## src/rtl/nbr_pkg.sv

```systemverilog
package nbr_pkg;

    typedef enum logic [2:0] {
        ST_IDLE,
        ST_ADDR,
        ST_WAIT,
        ST_BURST,
        ST_HOLD,
        ST_REL
    } nbr_state_e;

    typedef struct packed {
        logic cs_n;
        logic adv_n;
        logic oe_n;
    } nbr_strb_t;

    localparam int LAT_DEFAULT  = 9;
    localparam int HOLD_DEFAULT = 1;
    localparam int LAT_MIN      = 2;
    localparam int HOLD_MIN     = 1;

    localparam logic [1:0] LEN_RSVD = 2'd3;

    // beat count for a length code; 0 for the reserved code
    function automatic logic [4:0] beats_of(input logic [1:0] code);
        case (code)
            2'd0:    return 5'd4;
            2'd1:    return 5'd8;
            2'd2:    return 5'd16;
            default: return 5'd0;
        endcase
    endfunction

    function automatic logic len_ok(input logic [1:0] code);
        return code != LEN_RSVD;
    endfunction

    function automatic nbr_strb_t strobes_of(input nbr_state_e st);
        nbr_strb_t s;
        s = '{cs_n: 1'b1, adv_n: 1'b1, oe_n: 1'b1};
        case (st)
            ST_ADDR:                   s = '{cs_n: 1'b0, adv_n: 1'b0, oe_n: 1'b1};
            ST_WAIT, ST_BURST, ST_HOLD: s = '{cs_n: 1'b0, adv_n: 1'b1, oe_n: 1'b0};
            default:                   s = '{cs_n: 1'b1, adv_n: 1'b1, oe_n: 1'b1};
        endcase
        return s;
    endfunction

endpackage

```

## src/rtl/nbr_cnt.sv

```systemverilog
module nbr_cnt #(
    parameter int W = 5
) (
    input  logic         clk,
    input  logic         rst,
    input  logic         load,
    input  logic [W-1:0] load_val,
    input  logic         dec,
    output logic         is_zero,
    output logic         is_one
);
    logic [W-1:0] cnt_q;

    always_ff @(posedge clk) begin
        if (rst)       cnt_q <= '0;
        else if (load) cnt_q <= load_val;
        else if (dec && cnt_q != '0) cnt_q <= cnt_q - W'(1);
    end

    assign is_zero = (cnt_q == '0);
    assign is_one  = (cnt_q == W'(1));
endmodule

```

## src/rtl/nbr_cfg.sv

```systemverilog
module nbr_cfg #(
    parameter int LAT_W  = 5,
    parameter int HOLD_W = 3
) (
    input  logic              clk,
    input  logic              rst,
    input  logic              we,
    input  logic              allow,
    input  logic [LAT_W-1:0]  lat_in,
    input  logic [HOLD_W-1:0] hold_in,
    output logic [LAT_W-1:0]  lat_eff,
    output logic [HOLD_W-1:0] hold_eff
);
    import nbr_pkg::*;

    logic [LAT_W-1:0]  lat_q;
    logic [HOLD_W-1:0] hold_q;

    always_ff @(posedge clk) begin
        if (rst) begin
            lat_q  <= LAT_W'(LAT_DEFAULT);
            hold_q <= HOLD_W'(HOLD_DEFAULT);
        end else if (we && allow) begin
            lat_q  <= lat_in;
            hold_q <= hold_in;
        end
    end

    // raise too-small settings to the shortest legal sequence
    assign lat_eff  = (lat_q  < LAT_W'(LAT_MIN))   ? LAT_W'(LAT_MIN)   : lat_q;
    assign hold_eff = (hold_q < HOLD_W'(HOLD_MIN)) ? HOLD_W'(HOLD_MIN) : hold_q;
endmodule

```

## src/rtl/nbr_capture.sv

```systemverilog
module nbr_capture #(
    parameter int DATA_W = 16
) (
    input  logic              clk,
    input  logic              rst,
    input  logic              take,
    input  logic [DATA_W-1:0] dq,
    output logic              out_valid,
    output logic [DATA_W-1:0] out_data
);
    always_ff @(posedge clk) begin
        if (rst) begin
            out_valid <= 1'b0;
            out_data  <= '0;
        end else begin
            out_valid <= take;
            if (take) out_data <= dq;
        end
    end
endmodule

```

## src/rtl/nbr_ctrl.sv

```systemverilog
module nbr_ctrl #(
    parameter int ADDR_W = 24,
    parameter int DATA_W = 16,
    parameter int LAT_W  = 5,
    parameter int HOLD_W = 3
) (
    input  logic              clk,
    input  logic              rst,
    input  logic              cfg_we,
    input  logic [LAT_W-1:0]  cfg_lat_wdata,
    input  logic [HOLD_W-1:0] cfg_hold_wdata,
    input  logic              req_valid,
    input  logic              req_write,
    input  logic [1:0]        req_len,
    input  logic [ADDR_W-1:0] req_addr,
    output logic              req_ready,
    output logic              req_err,
    output logic              mem_clk,
    output logic              mem_cs_n,
    output logic              mem_adv_n,
    output logic              mem_oe_n,
    output logic [ADDR_W-1:0] mem_addr,
    input  logic [DATA_W-1:0] mem_dq,
    output logic              rd_valid,
    output logic [DATA_W-1:0] rd_data,
    output logic              done
);
    import nbr_pkg::*;

    localparam int CW0   = (LAT_W > HOLD_W) ? LAT_W : HOLD_W;
    localparam int CNT_W = (CW0 > 5) ? CW0 : 5;

    nbr_state_e        state_q, state_d;
    logic [ADDR_W-1:0] addr_q;
    logic [1:0]        len_q;
    logic              err_q, done_q;

    logic [LAT_W-1:0]  lat_eff;
    logic [HOLD_W-1:0] hold_eff;

    logic              cnt_load, cnt_dec, cnt_zero, cnt_one;
    logic [CNT_W-1:0]  cnt_val;
    logic              take;

    logic idle, start, refuse;
    nbr_strb_t strb;

    assign idle   = (state_q == ST_IDLE);
    assign start  = idle && req_valid && !req_write && len_ok(req_len);
    assign refuse = idle && req_valid && !(!req_write && len_ok(req_len));

    nbr_cfg #(.LAT_W(LAT_W), .HOLD_W(HOLD_W)) u_cfg (
        .clk      (clk),
        .rst      (rst),
        .we       (cfg_we),
        .allow    (idle),
        .lat_in   (cfg_lat_wdata),
        .hold_in  (cfg_hold_wdata),
        .lat_eff  (lat_eff),
        .hold_eff (hold_eff)
    );

    nbr_cnt #(.W(CNT_W)) u_cnt (
        .clk      (clk),
        .rst      (rst),
        .load     (cnt_load),
        .load_val (cnt_val),
        .dec      (cnt_dec),
        .is_zero  (cnt_zero),
        .is_one   (cnt_one)
    );

    nbr_capture #(.DATA_W(DATA_W)) u_cap (
        .clk       (clk),
        .rst       (rst),
        .take      (take),
        .dq        (mem_dq),
        .out_valid (rd_valid),
        .out_data  (rd_data)
    );

    // one shared counter walks latency, beats and hold in turn
    always_comb begin
        state_d  = state_q;
        cnt_load = 1'b0;
        cnt_val  = '0;
        cnt_dec  = 1'b0;
        take     = 1'b0;
        case (state_q)
            ST_IDLE: begin
                if (start) begin
                    state_d  = ST_ADDR;
                    cnt_load = 1'b1;
                    cnt_val  = CNT_W'(lat_eff) - CNT_W'(1);
                end
            end
            ST_ADDR: begin
                state_d = ST_WAIT;
                cnt_dec = 1'b1;
            end
            ST_WAIT: begin
                if (cnt_zero) begin
                    take     = 1'b1;
                    state_d  = ST_BURST;
                    cnt_load = 1'b1;
                    cnt_val  = CNT_W'(beats_of(len_q)) - CNT_W'(1);
                end else begin
                    cnt_dec = 1'b1;
                end
            end
            ST_BURST: begin
                take = 1'b1;
                if (cnt_one) begin
                    state_d  = ST_HOLD;
                    cnt_load = 1'b1;
                    cnt_val  = CNT_W'(hold_eff) - CNT_W'(1);
                end else begin
                    cnt_dec = 1'b1;
                end
            end
            ST_HOLD: begin
                if (cnt_zero) state_d = ST_REL;
                else          cnt_dec = 1'b1;
            end
            ST_REL:  state_d = ST_IDLE;
            default: state_d = ST_IDLE;
        endcase
    end

    always_ff @(posedge clk) begin
        if (rst) begin
            state_q <= ST_IDLE;
            addr_q  <= '0;
            len_q   <= '0;
            err_q   <= 1'b0;
            done_q  <= 1'b0;
        end else begin
            state_q <= state_d;
            err_q   <= refuse;
            done_q  <= (state_q == ST_REL);
            if (start) begin
                addr_q <= req_addr;
                len_q  <= req_len;
            end
        end
    end

    assign strb      = strobes_of(state_q);
    assign mem_cs_n  = strb.cs_n;
    assign mem_adv_n = strb.adv_n;
    assign mem_oe_n  = strb.oe_n;
    assign mem_addr  = addr_q;
    assign mem_clk   = clk;
    assign req_ready = idle;
    assign req_err   = err_q;
    assign done      = done_q;
endmodule

```

## config.mk

```make
export PLATFORM = sky130hd
export DESIGN_NAME = nbr_ctrl
export DESIGN_NICKNAME = d
export VERILOG_FILES = /design/src/rtl/nbr_pkg.sv /design/src/rtl/nbr_cnt.sv /design/src/rtl/nbr_cfg.sv /design/src/rtl/nbr_capture.sv /design/src/rtl/nbr_ctrl.sv
export SDC_FILE = /design/constraint.sdc
export NUM_CORES = 1
export LEC_CHECK = 0
export ABC_AREA = 0
export BUFFER_PORTS_ARGS = -buffer_cell sky130_fd_sc_hd__buf_2
export CAP_MARGIN = 20
export CORE_ASPECT_RATIO = 0.5
export CORE_UTILIZATION = 50
export DETAILED_ROUTE_END_ITERATION = 8
export PLACE_DENSITY = 0.89
export SYNTH_ARGS = -nofsm -noshare
export SYNTH_HDL_FRONTEND = slang
export SYNTH_HIERARCHICAL = 1
export SYNTH_SLANG_ARGS = --single-unit
```

## constraint.sdc

```tcl
create_clock -name clk -period 3.1 [get_ports clk]
set_input_delay 0.62 -clock clk [delete_from_list [all_inputs] [get_ports clk]]
set_output_delay 0.62 -clock clk [all_outputs]
set_load 0.01 [all_outputs]
```

Yosys cells after proc, flatten, opt, wreduce, memory -nomap -nowiden:

Index checks and enable logic that the tools add are counted.

* output and inout port bits: 48
* word-level logic and storage cells: 71
* register bits: 61

* eq/ne operators: 13
* reduce and logical (&&, ||, !) cells: 17
* add/sub/neg operators: 4
* multiplexer cells: 25
* $lt $le $gt $ge: 2

Operator list (number)
* $mux W5: 8
* $pmux W5 S3: 2
* $mux W3: 5
* $pmux W3 S5: 1
* $sub A5 B1 Y5 const B: 3
* $ne A2 B2 Y1 const B: 4
* $logic_and A1 B1 Y1: 7
* $eq A3 B2 Y1 const B: 2
* $eq A3 B3 Y1 const B: 2
* $pmux W1 S3: 2
* $pmux W3 S2: 1
* $eq A5 B1 Y1 const B: 1
* $logic_not A5 Y1: 1
* $lt A5 B2 Y1 const B: 1
* $mux W1: 5
* $reduce_bool A5 Y1: 1
* $reduce_and A4 Y1: 1
* $sub A3 B1 Y4 const B: 1
* $eq A3 B1 Y1 const B: 1
* $logic_not A3 Y1: 1
* $lt A3 B1 Y1 const B: 1
* $reduce_or A3 Y1: 1
* $eq A2 B1 Y1 const B: 1
* $eq A2 B2 Y1 const B: 1
* 6 further kinds: 7

Depth between registers and ports, before layout:

* depth in word-level cells: 8
* depth in mapped cells: 11

Hierarchy:

The synthesis kept the hierarchy.

Modules (own cells, without submodules)
* nbr_ctrl: area an instance 1701.6 um^2, sequential area each 620.6 um^2, times used 1, cells an instance 177
* nbr_capture: area an instance 608.1 um^2, sequential area each 340.3 um^2, times used 1, cells an instance 54
* nbr_cfg: area an instance 400.4 um^2, sequential area each 160.2 um^2, times used 1, cells an instance 42
* nbr_cnt: area an instance 311.5 um^2, sequential area each 100.1 um^2, times used 1, cells an instance 38

==> out/metrics.json <==
{
  "run_status": {"value": "finished, violations left"},
  "failing_checks": {"value": "design-rule violations"},
  "synth_sequential_area_ratio": {"value": 40.4, "unit": "%"},
  "setup.reg_to_reg.worst_slack": {"value": 0.54, "unit": "ns"},
  "regToRegEndpoint": {"value": "u_cnt/cnt_q[2]"},
  "unrepaired_setup_endpoints_after_global_routing": {"value": "no"},
  "synthFlopType": {"value": "dfxtp_1"},
  "vias": {"value": 2507},
  "totalWireLength": {"value": 6.03, "unit": "mm"},
  "internal_power": {"value": 2.04, "unit": "mW"},
  "hold_path_end": {"value": "u_cap/out_data[6]"},
  "antenna_cells_inserted": {"value": 0},
  "ys_async_rst_share": {"value": 0, "unit": "%"},
  "synth.largest_area_cell": {"value": "dfxtp_1"},
  "grt-ovfl-total": {"value": 0},
  "cellPowerDensity": {"value": 688, "unit": "nW/um2"},
  "finalWorstPathRequiredPeriod": {"value": 2.56, "unit": "ns"},
  "design.final.nets": {"value": 466},
  "tightestPinTransition": {"value": 0.821, "unit": "ns"},
  "numPortBuffers": {"value": 102},
  "ctsResizeCount": {"value": 0},
  "number_of_flops_mapped_to_enable_cells_by_yosys": {"value": 0},
  "cts.clk_slew.worst_paths": {"value": 0.05, "unit": "ns"},
  "floorplan.io_pins": {"value": 103},
  "tritoncts": {"value": "done"},
  "power.share.clock": {"value": 50.9, "unit": "%"},
  "capturing_element_type_of_the_critical_path": {"value": "register"},
  "final_common_cell": {"value": "buf_2"},
  "hpwlAfterDp": {"value": 4.04, "unit": "mm"},
  "comb_power_share": {"value": 16.3, "unit": "%"},
  "pin_count_of_the_biggest_net_entering_global_routing": {"value": 66},
  "route.detailed.vias_per_inst": {"value": 5.17},
  "finalWeightedCongestion": {"value": 0.778},
  "fp-row-count": {"value": 19},
  "post_cts_hold_buffer_count": {"value": 0},
  "timing.setup.tns": {"value": 0, "unit": "ns"},
  "synth_cells": {"value": 311},
  "first_global_vias": {"value": 2319},
  "synth-warning-count": {"value": 6},
  "final_layout_size_suffix_gt1_share": {"value": 34.5, "unit": "%"},
  "finalHoldWorstSlack": {"value": 0.430, "unit": "ns"},
  "switching_power": {"value": 0.655, "unit": "mW"},
  "crit_required": {"value": 3.43, "unit": "ns"},
  "fmax": {"value": 390, "unit": "MHz"},
  "fp.dieH": {"value": 57.0, "unit": "um"},
  "synth_area_leaders": {"value": "dfxtp_1 (40%), mux2i_1 (14%), nand2b_1 (11%)"},
  "floorplan.initialDensity": {"value": 53.4, "unit": "%"},
  "cts_setup_buffers": {"value": 0},
  "initial_antenna_violation_count": {"value": 0},
  "cpPeakStageDelay": {"value": 0.59, "unit": "ns"},
  "grt_pass1_wl": {"value": 10.0, "unit": "mm"},
  "crit_arrival": {"value": 2.90, "unit": "ns"},
  "post-synth-top-area-fraction": {"value": 40.4, "unit": "%"},
  "min-delay-start": {"value": "mem_dq[6]"},
  "antenna_violating_nets_post_route": {"value": 0},
  "hold_path_depth": {"value": 3},
  "die_width": {"value": 112, "unit": "um"},
  "timing.clock.skew": {"value": 0.00571, "unit": "ns"},
  "final_cycle_utilization_of_the_critical_path": {"value": 82.7, "unit": "%"},
  "synth_seq_cells": {"value": 61},
  "synth.distinct_cells": {"value": 58},
  "worst-r2r-cell-count": {"value": 10},
  "maxSlewViolCount": {"value": 0},
  "drt-initial-drc-count": {"value": 127},
  "remaining_drc_errors": {"value": 6},
  "p_leak": {"value": 1.76, "unit": "nW"},
  "drt_pass1_iterations": {"value": 6},
  "holdCritPathClass": {"value": "input port to register"},
  "worstPathMaxFanout": {"value": 7},
  "timing_hold_violations_final": {"value": 0},
  "crit_top_cell": {"value": "inv_1"},
  "power_frac_seq": {"value": 32.8, "unit": "%"},
  "num-fill-cells": {"value": 424},
  "commonest_non_fill_non_tap_cells_in_the_layout": {"value": "buf_2 (102), dfxtp_1 (61), nand2b_1 (53), mux2i_1 (43), nor2_1 (22)"},
  "placement.setup.worst_slack": {"value": 0.578, "unit": "ns"},
  "critical_path.reg2reg.startpoint": {"value": "u_cnt/cnt_q[0]"},
  "mappedNetlistArea": {"value": 3020, "unit": "um2"},
  "drt-wirelength-per-cell": {"value": 12.4, "unit": "um"},
  "max-cap-violations": {"value": 0},
  "setup_viol": {"value": 0},
  "critPathLaunchType": {"value": "register"},
  "fin_ws": {"value": 0.538, "unit": "ns"},
  "sw_share": {"value": 24.3, "unit": "%"},
  "crit_path_top_delay_cell": {"value": "or4b_1"},
  "syn-num-nets": {"value": 370},
  "syn_to_final_growth": {"value": 29.9, "unit": "%"},
  "critical_path_class": {"value": "register to register"},
  "fp.coreArea": {"value": 5660, "unit": "um2"},
  "timing.max_slew.rel_slack": {"value": 45.3, "unit": "%"},
  "path_cells": {"value": "inv_1 > ha_1 > or4b_1 > inv_1 > mux2i_1 > a32o_1 > nand2b_1 > nand2_1 > a21oi_1 > a221oi_1"},
  "ir_drop": {"value": 0.000321, "unit": "V"},
  "groute.usage.overall": {"value": 19.8, "unit": "%"},
  "post_synth.cell_area_avg": {"value": 9.72, "unit": "um2"},
  "clock_insertion_delay_worst_skew": {"value": 0.43, "unit": "ns"},
  "dieArea": {"value": 6380, "unit": "um2"}
}
-- power groups by stage --
stage                     Combinational, mW  Clock (mW)  Sequential (mW)
after detailed placement              0.433      0.0195            0.899
after global routing                  0.484        1.44            0.893
after CTS                             0.439        1.40            0.885
after floorplan                       0.321      0.0266            0.902
after global placement                0.424      0.0195            0.898
final                                 0.439        1.37            0.886
-- final cells by class --
| cell class | instances | area [um2] | share of cell area (%) |
|---|---|---|---|
| repair buffers | 108 | 558 | 14.2 |
| well taps | 73 | 91.3 | 2.33 |
| clock inverters | 5 | 106 | 2.71 |
| multi-input cells | 210 | 1570 | 39.9 |
| flip-flops and latches | 61 | 1220 | 31.1 |
| inverters | 13 | 48.8 | 1.24 |
| clock buffers | 15 | 333 | 8.48 |
-- worst max path at each step --
stage	from	to	slack [ns]
6_report	u_cnt/cnt_q[0]	u_cnt/cnt_q[2]	0.54
5_1_grt	u_cnt/cnt_q[1]	u_cnt/cnt_q[2]	0.38
4_1_cts	clk	mem_clk	0.55
3_5_place_dp	u_cnt/cnt_q[0]	u_cnt/cnt_q[2]	0.58
3_3_place_gp	u_cnt/cnt_q[0]	u_cnt/cnt_q[2]	0.65
2_1_floorplan	u_cnt/cnt_q[1]	u_cnt/cnt_q[1]	0.57
-- synth_stat cells, types with 2 or more instances --
cell and n:
dfxtp_1 61, nand2b_1 53, mux2i_1 43, nor2_1 23
clkbuf_1 13, inv_1 13, nand3_1 8, nand2_1 7
a21bo_1 5, a21oi_1 5, a21oi_2 5, and3_1 5
nor3_1 5, a211o_1 4, buf_6 4, ha_1 4
xnor2_1 4, buf_2 3, buf_4 3, a311oi_1 2
buf_8 2, nor2b_1 2, o22ai_1 2
-- stage by stage --
step	total power, mW	instance area (um2)	utilization [%]	std cells
2_1_floorplan	1.25	3020	-	311
3_3_place_gp	1.34	3490	61.7	466
3_5_place_dp	1.35	3490	61.7	466
4_1_cts	2.72	3930	69.4	485
5_1_grt	2.82	3930	69.4	485
6_report	2.70	3930	69.4	485
-- state kept, by name, summed over array words and instances, names as in the netlist --
| name | cells |
|---|---|
| done | 1 |
| len_q | 2 |
| mem_addr | 24 |
| req_err | 1 |
| state_q | 3 |
| u_cap/out_data | 16 |
| u_cap/out_valid | 1 |
| u_cfg/hold_q | 3 |
| u_cfg/lat_q | 5 |
| u_cnt/cnt_q | 5 |
-- kinds of logic (layout without fill, tap and decap cells) --
family	count (synthesis)	count (layout)	share of synthesized area (%)
mux	43	43	14.2
buf+inv	40	141	7.78
xor+xnor	5	5	1.45
compound gates	41	41	11.6
fa+ha+maj	4	4	1.66
flops	61	61	40.4
simple gates	117	117	22.9
-- worst max-delay path, delay by kind of cell (launching register included) --
family	cells	cell delay, ns
compound gates	3	0.58
fa+ha+maj	1	0.17
buf+inv	2	0.27
flops	1	0.33
mux	1	0.12
simple gates	3	1.00
-- metal layers --
metal	track usage [%]	wire (um)
met5	0	0
met4	9.14	92
met3	6.48	321
met2	34.4	2860
met1	22.6	2750
Note: power is estimated with default switching activity, not from simulation.
